[src/rtl/irq_pkg.sv]
package irq_pkg;

  typedef enum logic [1:0] {
    ST_IDLE = 2'd0,
    ST_ACK  = 2'd1,
    ST_WAIT = 2'd2,
    ST_DONE = 2'd3
  } ack_state_e;

  // true when exactly one of the three reply kinds is present
  function automatic logic single_reply(input logic v, input logic a, input logic b);
    logic [2:0] r;
    r = {v, a, b};
    return (r == 3'b100) || (r == 3'b010) || (r == 3'b001);
  endfunction

endpackage

[src/rtl/irq_level_watch.sv]
module irq_level_watch #(
  parameter int LVL_W = 3
) (
  input  logic             clk,
  input  logic             rst,
  input  logic [LVL_W-1:0] req_level,
  input  logic [LVL_W-1:0] mask,
  input  logic             idle,
  output logic             accept,
  output logic [LVL_W-1:0] accept_lvl
);
  localparam logic [LVL_W-1:0] TOP_LVL = '1;

  logic [LVL_W-1:0] prev_req;
  logic [LVL_W-1:0] prev_mask;
  logic             nmi_pend;
  logic             nmi_edge;
  logic             nmi_unmask;
  logic             nmi_now;
  logic             maskable;

  // level 7: transition into 7, or mask lowered from 7 while request sits at 7
  assign nmi_edge   = (req_level == TOP_LVL) && (prev_req != TOP_LVL);
  assign nmi_unmask = (req_level == TOP_LVL) && (prev_mask == TOP_LVL) && (mask != TOP_LVL);
  assign nmi_now    = nmi_pend || nmi_edge || nmi_unmask;

  assign maskable = (req_level != '0) && (req_level != TOP_LVL) && (req_level > mask);

  assign accept     = idle && (nmi_now || maskable);
  assign accept_lvl = nmi_now ? TOP_LVL : req_level;

  always_ff @(posedge clk) begin
    if (rst) begin
      prev_req  <= '0;
      prev_mask <= TOP_LVL;
      nmi_pend  <= 1'b0;
    end else begin
      prev_req  <= req_level;
      prev_mask <= mask;
      // an event seen while busy is kept until the handshake is free
      nmi_pend  <= nmi_now && !idle;
    end
  end

endmodule

[src/rtl/irq_vector_sel.sv]
module irq_vector_sel #(
  parameter int LVL_W        = 3,
  parameter int VEC_W        = 8,
  parameter int AUTOVEC_BASE = 24,
  parameter int SPURIOUS_VEC = 24
) (
  input  logic [LVL_W-1:0] level,
  input  logic             resp_vec_valid,
  input  logic [VEC_W-1:0] resp_vec,
  input  logic             resp_autovec,
  input  logic             resp_berr,
  output logic             reply_ok,
  output logic [VEC_W-1:0] vector
);
  import irq_pkg::*;

  localparam logic [VEC_W-1:0] AUTO_BASE_V = VEC_W'(AUTOVEC_BASE);
  localparam logic [VEC_W-1:0] SPUR_V      = VEC_W'(SPURIOUS_VEC);

  logic [VEC_W-1:0] level_ext;

  generate
    if (VEC_W > LVL_W) begin : g_pad
      assign level_ext = {{(VEC_W-LVL_W){1'b0}}, level};
    end else begin : g_trim
      assign level_ext = level[VEC_W-1:0];
    end
  endgenerate

  assign reply_ok = single_reply(resp_vec_valid, resp_autovec, resp_berr);

  always_comb begin
    if (resp_berr)         vector = SPUR_V;
    else if (resp_autovec) vector = AUTO_BASE_V + level_ext;
    else if (resp_vec_valid) vector = resp_vec;
    else                   vector = '0;
  end

endmodule

[src/rtl/irq_ack_fsm.sv]
module irq_ack_fsm #(
  parameter int LVL_W        = 3,
  parameter int VEC_W        = 8,
  parameter int AUTOVEC_BASE = 24,
  parameter int SPURIOUS_VEC = 24
) (
  input  logic              clk,
  input  logic              rst,
  input  logic              accept,
  input  logic [LVL_W-1:0]  accept_lvl,
  input  logic              resp_vec_valid,
  input  logic [VEC_W-1:0]  resp_vec,
  input  logic              resp_autovec,
  input  logic              resp_berr,
  output irq_pkg::ack_state_e state,
  output logic              idle,
  output logic              ack_cycle,
  output logic [LVL_W-1:0]  ack_addr,
  output logic              irq_taken,
  output logic [VEC_W-1:0]  vec_num
);
  import irq_pkg::*;

  logic [LVL_W-1:0] cur_lvl;
  logic             reply_ok;
  logic [VEC_W-1:0] sel_vec;

  irq_vector_sel #(
    .LVL_W(LVL_W), .VEC_W(VEC_W),
    .AUTOVEC_BASE(AUTOVEC_BASE), .SPURIOUS_VEC(SPURIOUS_VEC)
  ) u_vsel (
    .level          (cur_lvl),
    .resp_vec_valid (resp_vec_valid),
    .resp_vec       (resp_vec),
    .resp_autovec   (resp_autovec),
    .resp_berr      (resp_berr),
    .reply_ok       (reply_ok),
    .vector         (sel_vec)
  );

  assign idle = (state == ST_IDLE);

  always_ff @(posedge clk) begin
    if (rst) begin
      state     <= ST_IDLE;
      cur_lvl   <= '0;
      ack_cycle <= 1'b0;
      ack_addr  <= '0;
      irq_taken <= 1'b0;
      vec_num   <= '0;
    end else begin
      unique case (state)
        ST_IDLE: begin
          irq_taken <= 1'b0;
          if (accept) begin
            state     <= ST_ACK;
            cur_lvl   <= accept_lvl;
            ack_cycle <= 1'b1;
            ack_addr  <= accept_lvl;
          end
        end
        ST_ACK: begin
          state <= ST_WAIT;
        end
        ST_WAIT: begin
          if (reply_ok) begin
            state     <= ST_DONE;
            ack_cycle <= 1'b0;
            ack_addr  <= '0;
            irq_taken <= 1'b1;
            vec_num   <= sel_vec;
          end
        end
        ST_DONE: begin
          irq_taken <= 1'b0;
          state     <= ST_IDLE;
        end
        default: state <= ST_IDLE;
      endcase
    end
  end

endmodule

[src/rtl/irq_ack_ctrl.sv]
module irq_ack_ctrl #(
  parameter int LVL_W        = 3,
  parameter int VEC_W        = 8,
  parameter int AUTOVEC_BASE = 24,
  parameter int SPURIOUS_VEC = 24
) (
  input  logic             clk,
  input  logic             rst,
  input  logic [LVL_W-1:0] req_level,
  input  logic             mask_wr,
  input  logic [LVL_W-1:0] mask_wdata,
  input  logic             resp_vec_valid,
  input  logic [VEC_W-1:0] resp_vec,
  input  logic             resp_autovec,
  input  logic             resp_berr,
  output logic             ack_cycle,
  output logic [LVL_W-1:0] ack_addr,
  output logic             irq_taken,
  output logic [VEC_W-1:0] vec_num,
  output logic [LVL_W-1:0] prio_mask
);
  localparam logic [LVL_W-1:0] TOP_LVL = '1;

  irq_pkg::ack_state_e state_q;
  logic                idle;
  logic                accept;
  logic [LVL_W-1:0]    accept_lvl;
  logic [LVL_W-1:0]    mask_q;

  irq_level_watch #(.LVL_W(LVL_W)) u_watch (
    .clk        (clk),
    .rst        (rst),
    .req_level  (req_level),
    .mask       (mask_q),
    .idle       (idle),
    .accept     (accept),
    .accept_lvl (accept_lvl)
  );

  irq_ack_fsm #(
    .LVL_W(LVL_W), .VEC_W(VEC_W),
    .AUTOVEC_BASE(AUTOVEC_BASE), .SPURIOUS_VEC(SPURIOUS_VEC)
  ) u_fsm (
    .clk            (clk),
    .rst            (rst),
    .accept         (accept),
    .accept_lvl     (accept_lvl),
    .resp_vec_valid (resp_vec_valid),
    .resp_vec       (resp_vec),
    .resp_autovec   (resp_autovec),
    .resp_berr      (resp_berr),
    .state          (state_q),
    .idle           (idle),
    .ack_cycle      (ack_cycle),
    .ack_addr       (ack_addr),
    .irq_taken      (irq_taken),
    .vec_num        (vec_num)
  );

  // acceptance outranks a software write in the same cycle
  always_ff @(posedge clk) begin
    if (rst)          mask_q <= TOP_LVL;
    else if (accept)  mask_q <= accept_lvl;
    else if (mask_wr) mask_q <= mask_wdata;
  end

  assign prio_mask = mask_q;

endmodule

[config.mk]
export PLATFORM = sky130hd
export DESIGN_NAME = irq_ack_ctrl
export DESIGN_NICKNAME = d
export VERILOG_FILES = /design/src/rtl/irq_pkg.sv /design/src/rtl/irq_level_watch.sv /design/src/rtl/irq_vector_sel.sv /design/src/rtl/irq_ack_fsm.sv /design/src/rtl/irq_ack_ctrl.sv
export SDC_FILE = /design/constraint.sdc
export NUM_CORES = 1
export LEC_CHECK = 0
export BUFFER_PORTS_ARGS = -buffer_cell sky130_fd_sc_hd__buf_2
export CAP_MARGIN = 10
export CORE_ASPECT_RATIO = 2
export CORE_MARGIN = 3
export CORE_UTILIZATION = 33
export DETAILED_ROUTE_END_ITERATION = 12
export SLEW_MARGIN = 5
export SYNTH_ARGS = -nofsm -noshare
export SYNTH_HDL_FRONTEND = slang
export SYNTH_SLANG_ARGS = --single-unit
[constraint.sdc]
create_clock -name clk -period 4.01 [get_ports clk]
set_input_delay 0.401 -clock clk [delete_from_list [all_inputs] [get_ports clk]]
set_output_delay 0.401 -clock clk [all_outputs]
set_load 0.005 [all_outputs]
## After elaboration in Yosys (flattened, before gate mapping)

Cells that the tools add are included.

| word-level totals | value |
|---|---|
| output and inout bits | 16 |
| input port bits | 20 |
| bits in registers | 28 |
| word-level logic and storage cells | 66 |

| operators by class | value |
|---|---|
| reductions and logical operators | 24 |
| muxes and demuxes | 17 |
| eq/ne operators | 13 |
| $lt $le $gt $ge | 1 |
| $add $sub $neg | 1 |

Operators by type and width:

| kind | count |
|---|---|
| $mux W8 | 3 |
| $mux W3 | 5 |
| $eq A3 B3 Y1 const B | 3 |
| $ne A3 B3 Y1 const B | 3 |
| $pmux W2 S4 | 1 |
| $reduce_and A2 Y1 | 4 |
| $logic_and A1 B1 Y1 | 7 |
| $add A5 B3 Y6 const A | 1 |
| $pmux W3 S2 | 1 |
| $reduce_bool A2 Y1 | 3 |
| $logic_or A1 B1 Y1 | 5 |
| $eq A2 B2 Y1 const B | 2 |
| $mux W2 | 2 |
| $pmux W1 S2 | 2 |
| $eq A3 B1 Y1 const B | 1 |
| $eq A3 B2 Y1 const B | 1 |
| $gt A3 B3 Y1 | 1 |
| $mux W1 | 3 |
| $reduce_and A3 Y1 | 1 |
| $reduce_bool A3 Y1 | 1 |
| $eq A2 B1 Y1 const B | 1 |
| $logic_not A2 Y1 | 1 |
| $ne A2 B1 Y1 const B | 1 |
| $ne A2 B2 Y1 const B | 1 |
| 2 further kinds | 2 |

## Logic depth before layout (Yosys ltp)

| logic depth | value |
|---|---|
| depth after elaboration | 8 |
| mapped depth | 7 |
| depth with buffers taken out | 7 |

## By module

A second synthesis with hierarchy kept.

| second synthesis, totals | value |
|---|---|
| cell total of the unflattened synthesis | 163 |
| area total of the unflattened synthesis | 1391.3 um2 |

Modules (own cells, without submodules):

| module | cells an instance | times used | area each (um2) |
|---|---|---|---|
| irq_ack_fsm | 94 | 1 | 803.3 |
| irq_level_watch | 35 | 1 | 334.1 |
| irq_ack_ctrl | 13 | 1 | 131.4 |
| irq_vector_sel | 21 | 1 | 122.6 |

## Worst setup path before layout

Ideal clock, no wire load.

| path | value |
|---|---|
| path kind | reg2reg |
| from | register mask_q[1] (netlist: prio_mask[1]) |
| to | register mask_q[2] (netlist: prio_mask[2]) |
| slack | 2194 ps |
| required time | 3874 ps |
| buffers on the path | 0 |
| setup time | 136 ps |
| arrival time | 1680 ps |
| stages on the path, launching flop included | 8 |
| cells stage by stage | dfxtp_1 -> inv_1 -> ha_1 -> and2b_2 -> o21ai_2 -> a211oi_4 -> nor4b_1 -> a22oi_1 |

| between the ends | value |
|---|---|
| cells in the longest elaborated chain, start to end | 6 |

Ends and longest elaborated chain:

| element | line | text |
|---|---|---|
| from (decl) | irq_ack_ctrl.sv:28 | `logic [LVL_W-1:0] mask_q;` |
| from (signal assigned) | irq_ack_ctrl.sv:63 | `else if (accept) mask_q <= accept_lvl;` |
| from (signal assigned) | irq_ack_ctrl.sv:64 | `else if (mask_wr) mask_q <= mask_wdata;` |
| branches (longest 6 deep; another with $gt A3 B3 Y1) | - |  |

Several ways; the timed one is not identified.
A chain may end at the register's enable or synchronous reset.

## Final worst setup path

Same ends and word-level chain as after synthesis.

==> flow_summary_export.csv <==
group,metric,value,unit
outcome,outcome,"complete, no violations",
logic_synthesis,synthTopCellsByArea,"dfxtp_1, ha_1, inv_1",
logic_synthesis,synth_most_common_cell,"dfxtp_1",
logic_synthesis,ys_ff_latch,28,
logic_synthesis,syn_avg_cell_area,9.02,µm²
clock_network,clock_sinks,28,
setup_path,critPathCapture,"prio_mask[2]",
logic_synthesis,synth_common_cells,"dfxtp_1, inv_1, nor2_1",
finish,fin_area,0.00166,mm²
timing,max_freq,491,MHz
floorplan,initial_core_util,0.353,
power_and_ir_drop,ir_worst_vdd,0.293,mV
clock_network,hold_buffers,0,
global_routing,first_global_vias,1129,
timing,min_period,2.04,ns
placement,place_inst,232,
timing,worst_pin_slew,0.444,ns
flow_run,drv_cap,0,
power_and_ir_drop,pwr-share-clk,0.250,
timing,rsz0062_at_grt,"no",
logic_synthesis,synth_top_area_share,0.401,
global_routing,grt_start_max_net_pins,23,
logic_synthesis,async_reset_ff_frac,0,
clock_network,tritoncts,"built",
timing,drv_slew,0,
setup_path,cp-startpoint,"prio_mask[1]",
global_routing,antenna_found_initial,0,
clock_network,htree_levels,1,
clock_network,clock_path_buffers,2,
floorplan,io_pins,36,
detailed_routing,vias,1208,
clock_network,cts_inserted_buffers,3,
global_routing,grt_pass1_wl,5.35,mm
finish,final_util,0.418,
detailed_routing,wl_per_cell,13.9,µm
placement,gp_congestion,0.765,
logic_synthesis,synth_edf_count,0,
logic_synthesis,synth_nets,181,
finish,antenna_cells,0,
detailed_routing,routed_via_density,5.12,
finish,syn2layout_area_growth,18.5,%
setup_path,path_max_fanout,8,
finish,finalNonFillerCells,236,
detailed_routing,initialDrtViolationCount,26,
detailed_routing,ant_nets,0,
detailed_routing,drcViolationCount,0,
timing,post-route-period-util,0.508,
logic_synthesis,yosys_warnings,0,
power_and_ir_drop,power_frac_seq,0.411,
timing,whs,0.363,ns
placement,dp.final_hpwl,2.52,mm
timing,skew,0.00577,ns
setup_path,reg2reg_from,"prio_mask[1]",
setup_path,critPathRequiredTime,4.16,ns
logic_synthesis,syn_area,0.00140,mm²
global_routing,grt_overflow,0,
logic_synthesis,ys.flop_type,"dfxtp_1",
finish,drive_gt1_frac,0.259,
setup_path,cp.arrival,2.19,ns
power_and_ir_drop,p_leak,0.717,nW
placement,numPortBuffers,35,
setup_path,cp-end-kind,"flip-flop",
detailed_routing,wl,3.29,mm
finish,nets,212,
floorplan,die_x,52.0,µm
hold_path,hold_class,"in -> reg",
power_and_ir_drop,p_sw,0.289,mW
clock_network,cts_resized,0,
power_and_ir_drop,p_per_area,535,mW/mm²
logic_synthesis,seq_area_frac_synth,0.401,
clock_network,post_cts_buffers,0,
floorplan,dieArea,0.00510,mm²
logic_synthesis,syn_inst,155,
placement,place_area,0.00159,mm²
setup_path,reg2reg_to,"prio_mask[2]",
global_routing,track_usage,0.138,
floorplan,rows,32,
setup_path,r2r_cells,7,
power_and_ir_drop,p_int,0.597,mW
timing,tns,0,ns
timing,slew_headroom,0.704,
detailed_routing,firstDrtPassIters,4,
setup_path,reg2reg_slack,1.97,ns
clock_network,clkLatencyLatePin,0.28,ns
floorplan,die_height,98.0,µm
timing,hold_violations,0,
clock_network,cts.clk_slew.worst_paths,0.10,ns
setup_path,cp-start-kind,"flip-flop",
clock_network,cts_root_buf,"clkbuf_8",
logic_synthesis,yosys.area.top_type,"dfxtp_1",
power_and_ir_drop,switching_share,0.326,
setup_path,critPathKind,"reg -> reg",
floorplan,core_area,0.00396,mm²
timing,finalSetupViolations,0,
logic_synthesis,synth_cell_types,47,
power_and_ir_drop,combPwrFrac,0.339,
stage by stage:
| step | power [mW] | setup slack [ns] |
|---|---|---|
| after global routing | 0.950 | 1.81 |
| after global placement | 0.672 | 1.91 |
| after detailed placement | 0.674 | 1.88 |
| after floorplan | 0.585 | 2.19 |
| final | 0.886 | 1.97 |
| after CTS | 0.898 | 1.96 |
flip-flops by register name, indices dropped and copies added (netlist names), 2 cells and up:
| signal | flops |
|---|---|
| u_watch.prev_req | 3 |
| u_fsm.cur_lvl | 3 |
| u_watch.prev_mask | 3 |
| u_fsm.state | 2 |
| prio_mask | 3 |
| u_fsm.vec_num | 8 |
| u_fsm.ack_addr | 3 |
power by group through the flow:
stage          Sequential, mW  Combinational [mW]  Clock, mW
2_1_floorplan           0.366               0.219          0
3_3_place_gp            0.371               0.301          0
3_5_place_dp            0.371               0.303          0
4_1_cts                 0.365               0.304      0.229
5_1_grt                 0.370               0.342      0.238
6_report                0.364               0.300      0.222
metal layers:
layer,global-route usage,vias to the layer above,wire (µm)
met4,0.0606,0,51
met2,0.250,31,1800
met1,0.148,559,1300
met3,0.0214,4,140
met5,0,-,0
li1,-,614,-
critical path, stage by stage, from the launching register on:
cell,delay (ns)
dfxtp_1,0.38
inv_1,0.09
ha_1,0.29
and2b_2,0.14
o21ai_2,0.06
a211oi_4,0.38
nor4b_1,0.41
a22oi_1,0.15
layout make-up:
type                            count  area [µm²]
Clock buffer                        3        41.3
Clock inverter                      1        30.0
Fill cell                         429        2310
Inverter                           17        63.8
Multi-Input combinational cell    101         722
Sequential cell                    28         561
Tap cell                           51        63.8
Timing Repair Buffer               35         175
worst min path at each step:
stage | slack, ns | depth (start not counted) | to | startpoint
final | 0.36 | 3 | u_fsm.vec_num[7] | resp_vec[7]
after global routing | 0.36 | 3 | u_fsm.vec_num[7] | resp_vec[7]
after CTS | 0.36 | 3 | u_fsm.vec_num[7] | resp_vec[7]
after detailed placement | 0.46 | 2 | u_fsm.vec_num[6] | u_fsm.vec_num[6]
after global placement | 0.45 | 2 | u_fsm.vec_num[6] | u_fsm.vec_num[6]
after floorplan | 0.43 | 2 | u_fsm.cur_lvl[2] | u_fsm.cur_lvl[2]
cell families after synthesis:
logic type,synth area share
XOR/XNOR,0.00627
flip-flops,0.401
multiplexers,0.0215
AO/OA/AOI/OAI,0.261
buffers and inverters,0.0824
AND/OR/NAND/NOR,0.175
adder cells (fa/ha/maj),0.0537
layout by cell type (no fill, tap or decap), types with 2 or more instances in the layout:
master      n
buf_2      35
dfxtp_1    28
inv_1      17
nor2_1      9
nand2_1     7
o21ai_0     7
nand2b_1    7
a21oi_1     6
a211oi_1    6
ha_1        6
nand3_1     5
and3_1      3
o22a_1      3
o21bai_1    3
o22ai_1     3
mux2i_1     3
clkbuf_8    3
o21ai_2     2
o31ai_1     2
or4_1       2
nor3b_1     2
a221oi_1    2
a32oi_1     2
o2111ai_1   2
(Power assumes the default switching activity.)
